$ cat config.mk
export PLATFORM = sky130hd
export DESIGN_NAME = mbb_bus_master
export DESIGN_NICKNAME = d
export VERILOG_FILES = /design/src/rtl/mbb_pkg.sv /design/src/rtl/mbb_ctrl.sv /design/src/rtl/mbb_dpath.sv /design/src/rtl/mbb_bus_master.sv
export SDC_FILE = /design/constraint.sdc
export NUM_CORES = 1
export LEC_CHECK = 0
export BUFFER_PORTS_ARGS = -buffer_cell sky130_fd_sc_hd__buf_2
export CAP_MARGIN = 5
export CORE_MARGIN = 2
export CORE_UTILIZATION = 42
export DETAILED_ROUTE_END_ITERATION = 8
export PLACE_DENSITY_LB_ADDON = 0.05
export SYNTH_ARGS = -nofsm -noshare
export SYNTH_HDL_FRONTEND = slang
export SYNTH_SLANG_ARGS = --single-unit
$ cat constraint.sdc
create_clock -name clk -period 2.1 [get_ports clk]
set_clock_uncertainty 0.2 [all_clocks]
set_input_delay 0 -clock clk [delete_from_list [all_inputs] [get_ports clk]]
set_output_delay 0 -clock clk [all_outputs]
set_load 0.02 [all_outputs]
$ cat src/rtl/mbb_pkg.sv
`timescale 1ns/1ps
package mbb_pkg;
  typedef enum logic [2:0] {
    ST_IDLE, ST_ADDR, ST_DATA, ST_RECOV, ST_HOLD
  } busState_t;

  typedef struct packed {
    logic loadReq;
    logic advance;
    logic addrPhase;
    logic dataPhase;
  } busStrobe_t;

  localparam logic [1:0] WID_32 = 2'd0;
  localparam logic [1:0] WID_16 = 2'd1;
endpackage

$ cat src/rtl/mbb_ctrl.sv
`timescale 1ns/1ps
module mbb_ctrl
  import mbb_pkg::*;
(
  input  logic       clk,
  input  logic       rstN,
  input  logic       reqValid,
  input  logic       reqLock,
  input  logic       rdyN,
  input  logic       holdReq,
  input  logic       lastBeat,
  output busStrobe_t strb,
  output logic       reqAck,
  output logic       ale,
  output logic       adsN,
  output logic       denN,
  output logic       blastN,
  output logic       lockN,
  output logic       holdAck,
  output logic       ctrlOe,
  output logic       beatValid
);
  busState_t state, nextState;
  logic lockSeq, curLock;
  logic grantHold, accept, beatDone, finalDone;

  assign grantHold = (state == ST_IDLE) && holdReq && !lockSeq;
  assign accept    = (state == ST_IDLE) && reqValid && !grantHold;
  assign beatDone  = (state == ST_DATA) && !rdyN;
  assign finalDone = beatDone && lastBeat;

  always_comb begin
    nextState = state;
    unique case (state)
      ST_IDLE:  if (grantHold) nextState = ST_HOLD;
                else if (accept) nextState = ST_ADDR;
      ST_ADDR:  nextState = ST_DATA;
      ST_DATA:  if (finalDone) nextState = ST_RECOV;
      ST_RECOV: if (rdyN) nextState = ST_IDLE;
      ST_HOLD:  if (!holdReq) nextState = ST_IDLE;
      default:  nextState = ST_IDLE;
    endcase
  end

  always_ff @(posedge clk or negedge rstN) begin
    if (!rstN) begin
      state   <= ST_IDLE;
      lockSeq <= 1'b0;
      curLock <= 1'b0;
    end else begin
      state <= nextState;
      if (accept) begin
        curLock <= reqLock;
        if (reqLock) lockSeq <= 1'b1;
      end else if (finalDone && !curLock) begin
        lockSeq <= 1'b0;
      end
    end
  end

  assign strb.loadReq   = accept;
  assign strb.advance   = beatDone;
  assign strb.addrPhase = (state == ST_ADDR);
  assign strb.dataPhase = (state == ST_DATA);

  assign reqAck    = accept;
  assign ale       = (state == ST_ADDR);
  assign adsN      = !(state == ST_ADDR);
  assign denN      = !(state == ST_DATA);
  assign blastN    = !((state == ST_DATA) && lastBeat);
  assign lockN     = !(lockSeq && !((state == ST_DATA) && lastBeat && !curLock));
  assign holdAck   = (state == ST_HOLD);
  assign ctrlOe    = (state != ST_HOLD);
  assign beatValid = beatDone;
endmodule

$ cat src/rtl/mbb_dpath.sv
`timescale 1ns/1ps
module mbb_dpath
  import mbb_pkg::*;
#(
  parameter int BusW = 32,
  parameter int CntW = 2
) (
  input  logic            clk,
  input  logic            rstN,
  input  busStrobe_t      strb,
  input  logic [BusW-1:0] reqAddr,
  input  logic [CntW-1:0] reqCount,
  input  logic [1:0]      reqWidth,
  input  logic [3:0]      reqByteEn,
  input  logic            reqWrite,
  input  logic [BusW-1:0] wrData,
  input  logic [BusW-1:0] adIn,
  output logic [BusW-1:0] adOut,
  output logic            adOe,
  output logic [3:0]      beN,
  output logic [1:0]      aPart,
  output logic            busWr,
  output logic            busXmit,
  output logic            lastBeat,
  output logic [BusW-1:0] rdData
);
  localparam int LowW = 4;

  logic [BusW-1:CntW] addrQ;
  logic [CntW-1:0]    cntQ, beatQ;
  logic [1:0]         widQ;
  logic [3:0]         enQ;
  logic               wrQ;
  logic [LowW-1:0]    lowQ, stepV;

  always_comb begin
    case (widQ)
      WID_32:  stepV = 4'd4;
      WID_16:  stepV = 4'd2;
      default: stepV = 4'd1;
    endcase
  end

  always_ff @(posedge clk or negedge rstN) begin
    if (!rstN) begin
      addrQ <= '0;
      cntQ  <= '0;
      beatQ <= '0;
      widQ  <= WID_32;
      enQ   <= '0;
      wrQ   <= 1'b0;
      lowQ  <= '0;
    end else if (strb.loadReq) begin
      addrQ <= reqAddr[BusW-1:CntW];
      cntQ  <= reqCount;
      beatQ <= '0;
      widQ  <= reqWidth;
      enQ   <= reqByteEn;
      wrQ   <= reqWrite;
      lowQ  <= reqAddr[LowW-1:0];
    end else if (strb.advance) begin
      beatQ <= beatQ + 1'b1;
      lowQ  <= lowQ + stepV;
    end
  end

  always_comb begin
    case (widQ)
      WID_32:  beN = ~enQ;
      WID_16:  beN = {~enQ[3], 1'b1, lowQ[1], ~enQ[0]};
      default: beN = {2'b11, lowQ[1:0]};
    endcase
  end

  assign lastBeat = (beatQ == cntQ);
  assign aPart    = lowQ[3:2];
  assign adOut    = strb.addrPhase ? {addrQ, cntQ} : wrData;
  assign adOe     = strb.addrPhase || (strb.dataPhase && wrQ);
  assign busWr    = wrQ;
  assign busXmit  = wrQ;
  assign rdData   = adIn;
endmodule

$ cat src/rtl/mbb_bus_master.sv
`timescale 1ns/1ps
module mbb_bus_master
  import mbb_pkg::*;
#(
  parameter int BusW = 32,
  parameter int CntW = 2
) (
  input  logic            clk,
  input  logic            rstN,
  input  logic            reqValid,
  input  logic [BusW-1:0] reqAddr,
  input  logic [CntW-1:0] reqCount,
  input  logic [1:0]      reqWidth,
  input  logic [3:0]      reqByteEn,
  input  logic            reqWrite,
  input  logic            reqLock,
  output logic            reqAck,
  input  logic [BusW-1:0] wrData,
  output logic [BusW-1:0] rdData,
  output logic            beatValid,
  input  logic [BusW-1:0] adIn,
  output logic [BusW-1:0] adOut,
  output logic            adOe,
  output logic            ale,
  output logic            adsN,
  output logic [3:0]      beN,
  output logic [1:0]      aPart,
  output logic            busWr,
  output logic            busXmit,
  output logic            denN,
  output logic            blastN,
  input  logic            rdyN,
  output logic            lockN,
  input  logic            holdReq,
  output logic            holdAck,
  output logic            ctrlOe
);
  busStrobe_t strb;
  logic       lastBeat;

  mbb_ctrl u_ctrl (
    .clk(clk), .rstN(rstN), .reqValid(reqValid), .reqLock(reqLock),
    .rdyN(rdyN), .holdReq(holdReq), .lastBeat(lastBeat), .strb(strb),
    .reqAck(reqAck), .ale(ale), .adsN(adsN), .denN(denN), .blastN(blastN),
    .lockN(lockN), .holdAck(holdAck), .ctrlOe(ctrlOe), .beatValid(beatValid)
  );

  mbb_dpath #(.BusW(BusW), .CntW(CntW)) u_dpath (
    .clk(clk), .rstN(rstN), .strb(strb), .reqAddr(reqAddr),
    .reqCount(reqCount), .reqWidth(reqWidth), .reqByteEn(reqByteEn),
    .reqWrite(reqWrite), .wrData(wrData), .adIn(adIn), .adOut(adOut),
    .adOe(adOe), .beN(beN), .aPart(aPart), .busWr(busWr),
    .busXmit(busXmit), .lastBeat(lastBeat), .rdData(rdData)
  );
endmodule

-- After elaboration in Yosys (flattened, before gate mapping)
Index checks and enable logic that the tools add are counted.
Widths: inputs -> output; s select.
- input bits: 111
- register bits after elaboration: 50
- word-level logic and storage cells: 70
- bitwise operators: 3
- multiplexer cells: 16
- eq/ne operators: 12
- reduce and logical (&&, ||, !) cells: 27
- add/subtract/negate cells: 2
- operator list (kind ; number):
    $mux 32 ; 1
    $mux 3 ; 5
    $pmux 3 s5 ; 1
    $logic_and 1x1->1 ; 11
    $logic_not 1->1 ; 9
    $mux 4 ; 2
    $ne 2x2->1 const B ; 4
    $pmux 4 s2 ; 1
    $eq 3x2->1 const B ; 2
    $pmux 3 s2 ; 1
    $add 4x3->4 ; 1
    $mux 2 ; 2
    $not 4->4 ; 1
    $reduce_and 4->1 ; 1
    $reduce_bool 2->1 ; 2
    $eq 3x1->1 const B ; 1
    $eq 3x3->1 const B ; 1
    $logic_not 3->1 ; 1
    $mux 1 ; 3
    $ne 3x2->1 const B ; 1
    $ne 3x3->1 const B ; 1
    $add 2x1->2 const B ; 1
    $eq 2x1->1 const B ; 1
    $eq 2x2->1 ; 1
    other kinds (4) ; 5

-- Longest topological paths before layout
- word-level depth: 8
- mapped depth: 7
- gate-level depth less buffers: 6

-- Cells and area by module
Synthesis repeated with hierarchy kept, for this count alone.
- cell total of the unflattened synthesis: 240
- area, all modules: 2856.5 um^2
- by module, submodules not included (module ; sequential area each (um^2) ; area each (um^2) ; instances ; cells each):
    mbb_dpath ; 1126.1 ; 2536.2 ; 1 ; 207
    mbb_ctrl ; 125.1 ; 320.3 ; 1 ; 33

-- Worst setup path before layout
OpenSTA, ideal clock, no wires.
- path type: flip-flop to flip-flop
- from: register u_ctrl.state[1]
- to: register u_dpath.addrQ[29] (netlist name)
- buffers on the path: 1
- stages on the path, launching flop included: 6
- arrival: 1610 ps
- setup slack: 165 ps
- setup time: 125 ps
- path through: dfrtp_1 > nor4b_2 > nand2_1 > inv_2 > buf_4 > mux2_2
- word-level cells in the longest chain between the ends: 5
- RTL lines (element ; RTL line ; RTL):
    from (decl) ; mbb_ctrl.sv:23 ; busState_t state, nextState;
    from (signal assigned) ; mbb_ctrl.sv:51 ; state <= nextState;
    $logic_not 3->1 * ; mbb_ctrl.sv:27, mbb_ctrl.sv:28 ;
    $logic_and 1x1->1 (2 in series) ; mbb_ctrl.sv:27 ; assign grantHold = (state == ST_IDLE) && holdReq && !lockSeq;
    $logic_not 1->1 ; mbb_ctrl.sv:28 ; assign accept = (state == ST_IDLE) && reqValid && !grantHold;
    $logic_and 1x1->1 * ; mbb_ctrl.sv:28 ;
    net reqAck ; mbb_bus_master.sv:17 ; output logic reqAck,
    to (signal assigned) ; mbb_dpath.sv:54 ; addrQ <= reqAddr[BusW-1:CntW];
    to (decl) ; mbb_dpath.sv:29 ; logic [BusW-1:CntW] addrQ;
Mark *: on every way through the listed nets, which the timed path passes. The rest lies on a longest branch.
A chain may end at the register's enable or synchronous reset.

-- Final worst setup path
- from: register u_ctrl.state[2]
- to: output adOut[8]
- word-level cells in the longest chain between the ends: 2
- RTL lines (element ; RTL line ; RTL):
    $eq 3x1->1 ; mbb_ctrl.sv:63 ; assign strb.addrPhase = (state == ST_ADDR);
    $mux 32 ; mbb_dpath.sv:77 ; assign adOut = strb.addrPhase ? {addrQ, cntQ} : wrData;
    to (decl) ; mbb_bus_master.sv:22 ; output logic [BusW-1:0] adOut,
No other way between the ends.

==> summary.md <==
| Metric | Value |
|---|---|
| H-tree level count | 2 |
| DR vias | between 2000 and 2500 |
| Maxcap violations | 0 |
| Layout fillers | slightly below 500 |
| Worst Path Max Fanout | 18 |
| Post-synthesis area per instance | roughly 12 um^2 |
| Mux cell area share after synthesis | 0.290 |
| First-pass GRT wire length | 11.1 mm |
| Die Y | ~86 um |
| Row Count | 29 |
| Power, Total | between 4 and 5 mW |
| Hpwl dp | 4.78 mm |
| Layout cells sized above 1 | 0.537 |
| Clk buf depth | 2 |
| Routed WL per cell | between 10 and 15 um |
| Final setup vio count | 0 |
| Number of global-route vias before repair | between 2000 and 2500 |
| Worst VDD drop | 681 uV |
| Setup CP Type | register to primary output |
| Fin nets | ~530 |
| Worst setup margin | approximately 0.054 ns |
| Simple-gate share of the synthesized area | 0.0699 |
| Core region area | about 6400 um^2 |
| Tot GR Track Use | 0.187 |
| PortBufs | between 100 and 150 |
| Fin crit period | 2.05 ns |
| Post-DRT Antenna Nets | 0 |
| Post-synthesis register bit count | 50 |
| DRT Pass-1 Iters | 4 |
| Power density over the cells | between 1000 and 1500 nW/um^2 |
| Placed Cells | between 400 and 500 |
| Reg-to-reg startpoint | u_ctrl.state[1]$_DFFE_PN0P_ |
| Routed Wire Length | approximately 7.0 mm |
| Setup crit start | u_ctrl.state[2]$_DFFE_PN0P_ |
| Outcome | finished clean |
| Clock transition at path regs | roughly 0.090 ns |
| Post-placement setup slack | about 0.16 ns |
| Final Cycle Share | 0.974 |
| Post-synthesis adder-cell area fraction | 0.0204 |
| Via-per-instance ratio | 4.84 |
| Root Driver | clkbuf_8 |
| # diodes | 0 |
| DRT iter0 DRCs | just over 50 |
| Initial Util | 0.440 |
| Slew Viols, Final | 0 |
| Area growth syn-to-layout | 51.7% |
| Placer congestion estimate | roughly 0.81 |
| CP Capture Type | primary output |
| Final hold violations | 0 |
| Synthesized area | 2830 um^2 |
| Synth Area in Compound Gates | 0.0403 |
| Post-synth net total | roughly 350 |
| XOR/XNOR Fraction of Synth Area | 0.00930 |
| Worst reg-to-reg path cell count | 5 |
| DR DRC count | 0 |
| Synth warnings | 0 |
| CTS tree | built |
| Worst hold slack | approximately 0.027 ns |
| Maximum number of pins on one net before global-route repair | 28 |
| Worst Path Required | roughly 1.9 ns |
| Sequential element share of the synthesized area | 0.443 |
| Gr ovfl total | 0 |
| Num CTS Buffers | 5 |
| Critical Path AT | roughly 1.9 ns |
| Synth Flop Type | dfrtp_1 |
| Slew HR | 0.618 |
| Finished Layout Cells | between 400 and 500 |
| Final Core Density | 0.668 |
| DIE AREA | 7400 um^2 |
| Worst setup SP type | register |
| Leak | between 2 and 2.5 nW |
| Chip Width | between 80 and 90 um |
| Worst Max-Slew Pin Slew | 0.573 ns |
| EDFF count, synth | 0 |
| Worst skew pair latency | roughly 0.3 ns |
| Clock Sinks | 50 |
| Synth cell types | 34 |
| Io pins | between 150 and 200 |
| Hold Crit Class | input pin to async pin |
| Gate Count Post-Synth | approximately 240 |
| Fmax achieved | between 0.4 and 0.5 GHz |
| Asr flop ratio synth | 1.00 |
| RSZ-0062 raised after global routing | true |
| Initial antenna violation count | 0 |
| Largest family of logic cells by synthesized area | multiplexers |
power by group:
| group | switching, mW | internal, mW | leakage [nW] |
|---|---|---|---|
| registers | 0.329 | 1.45 | 0.592 |
| clock network | 0.305 | 0.224 | 0.0438 |
| logic | 1.24 | 1.31 | 1.38 |
| total | 1.87 | 2.99 | 2.01 |
synth_stat cells (2+ instances only):
cell,n,share of area
dfrtp_1,50,0.44
xnor2_1,3,0.0093
buf_4,39,0.10
and3_1,2,0.0044
a31oi_1,3,0.0066
nand2_1,12,0.016
inv_2,2,0.0027
a21oi_1,5,0.0089
nor3_1,3,0.0053
ha_1,3,0.013
nor2_1,3,0.0040
o21ai_0,5,0.0089
buf_2,5,0.0089
inv_1,8,0.011
nand2b_1,4,0.0089
mux2_2,69,0.27
nand3_1,3,0.0053
mux2_1,3,0.012
metal layers:
layer	wire, um	vias to the layer above	GRT usage
li1	-	1152	-
met1	2850	1119	0.226
met2	3520	126	0.335
met3	607	2	0.0462
met4	29	0	0.0390
met5	0	-	0
state kept, by name, indices dropped and copies added (netlist names), 2 cells and up:
signal	flops
u_dpath.beatQ	2
u_dpath.widQ	2
u_dpath.lowQ	4
u_ctrl.state	3
u_dpath.cntQ	2
u_dpath.addrQ	30
u_dpath.enQ	4
logic make-up (layout without fill, tap and decap cells):
logic type	after synthesis	after routing
muxes	73	73
buffers and inverters	55	236
DFF	50	50
and+or+nand+nor	35	35
AOI/OAI and AO/OA	18	18
adders and majority gates	4	4
xor gates and xnor gates	3	3
metrics by stage:
step,instance area (um^2),TNS (ns)
2_1_floorplan,2830,0
3_3_place_gp,3360,0
3_5_place_dp,3360,0
4_1_cts,4260,0
5_1_grt,4290,-0.186
6_report,4290,0
critical path: stages, from the launching register on:
cell	delay, ns
dfrtp_1	0.41
buf_6	0.14
nor3b_4	0.18
buf_6	0.15
buf_12	0.16
mux2_2	0.34
buf_2	0.16
cells in the final DEF, fill, tap and decap left out, types with 5 or more instances in the layout:
cell / instances
mux2_2: 69
dlygate4sd3_1: 78
inv_1: 8
clkbuf_8: 5
buf_2: 124
buf_4: 9
a21oi_1: 5
nand2_1: 12
dfrtp_1: 49
o21ai_0: 5
area by class of cell:
class	instances	area (um^2)	area share
tap	77	96.3	0.0225
sequential	50	1250	0.292
timing repair buffer	219	1600	0.373
multi-input combinational	133	1230	0.286
clock inverter	2	10.0	0.00233
clock buffer	5	68.8	0.0160
inverter	10	37.5	0.00875
timing repair:
item | in CTS | in global routing
buffers inserted | 2 | 0
setup endpoints to repair | 32 | 33
gates resized for setup | 5 | 10
hold buffers | 78 | 0
pin swaps | 1 | 0
cloned | 1 | 0
hold endpoints to repair | 130 | 0
final timing paths:
path / to / slack [ns]
setup / recovery: adOut[8] / 0.05
setup reg to reg: u_dpath.addrQ[15]$_DFFE_PN0N_ / 0.18
hold / removal: u_dpath.addrQ[17]$_DFFE_PN0N_ / 0.03
max in group asynchronous: u_ctrl.state[0]$_DFFE_PN0P_ / 1.11
hold reg to reg: u_dpath.addrQ[10]$_DFFE_PN0N_ / 0.29
min in group clk: adOut[9] / 0.13
(Power assumes the default switching activity.)
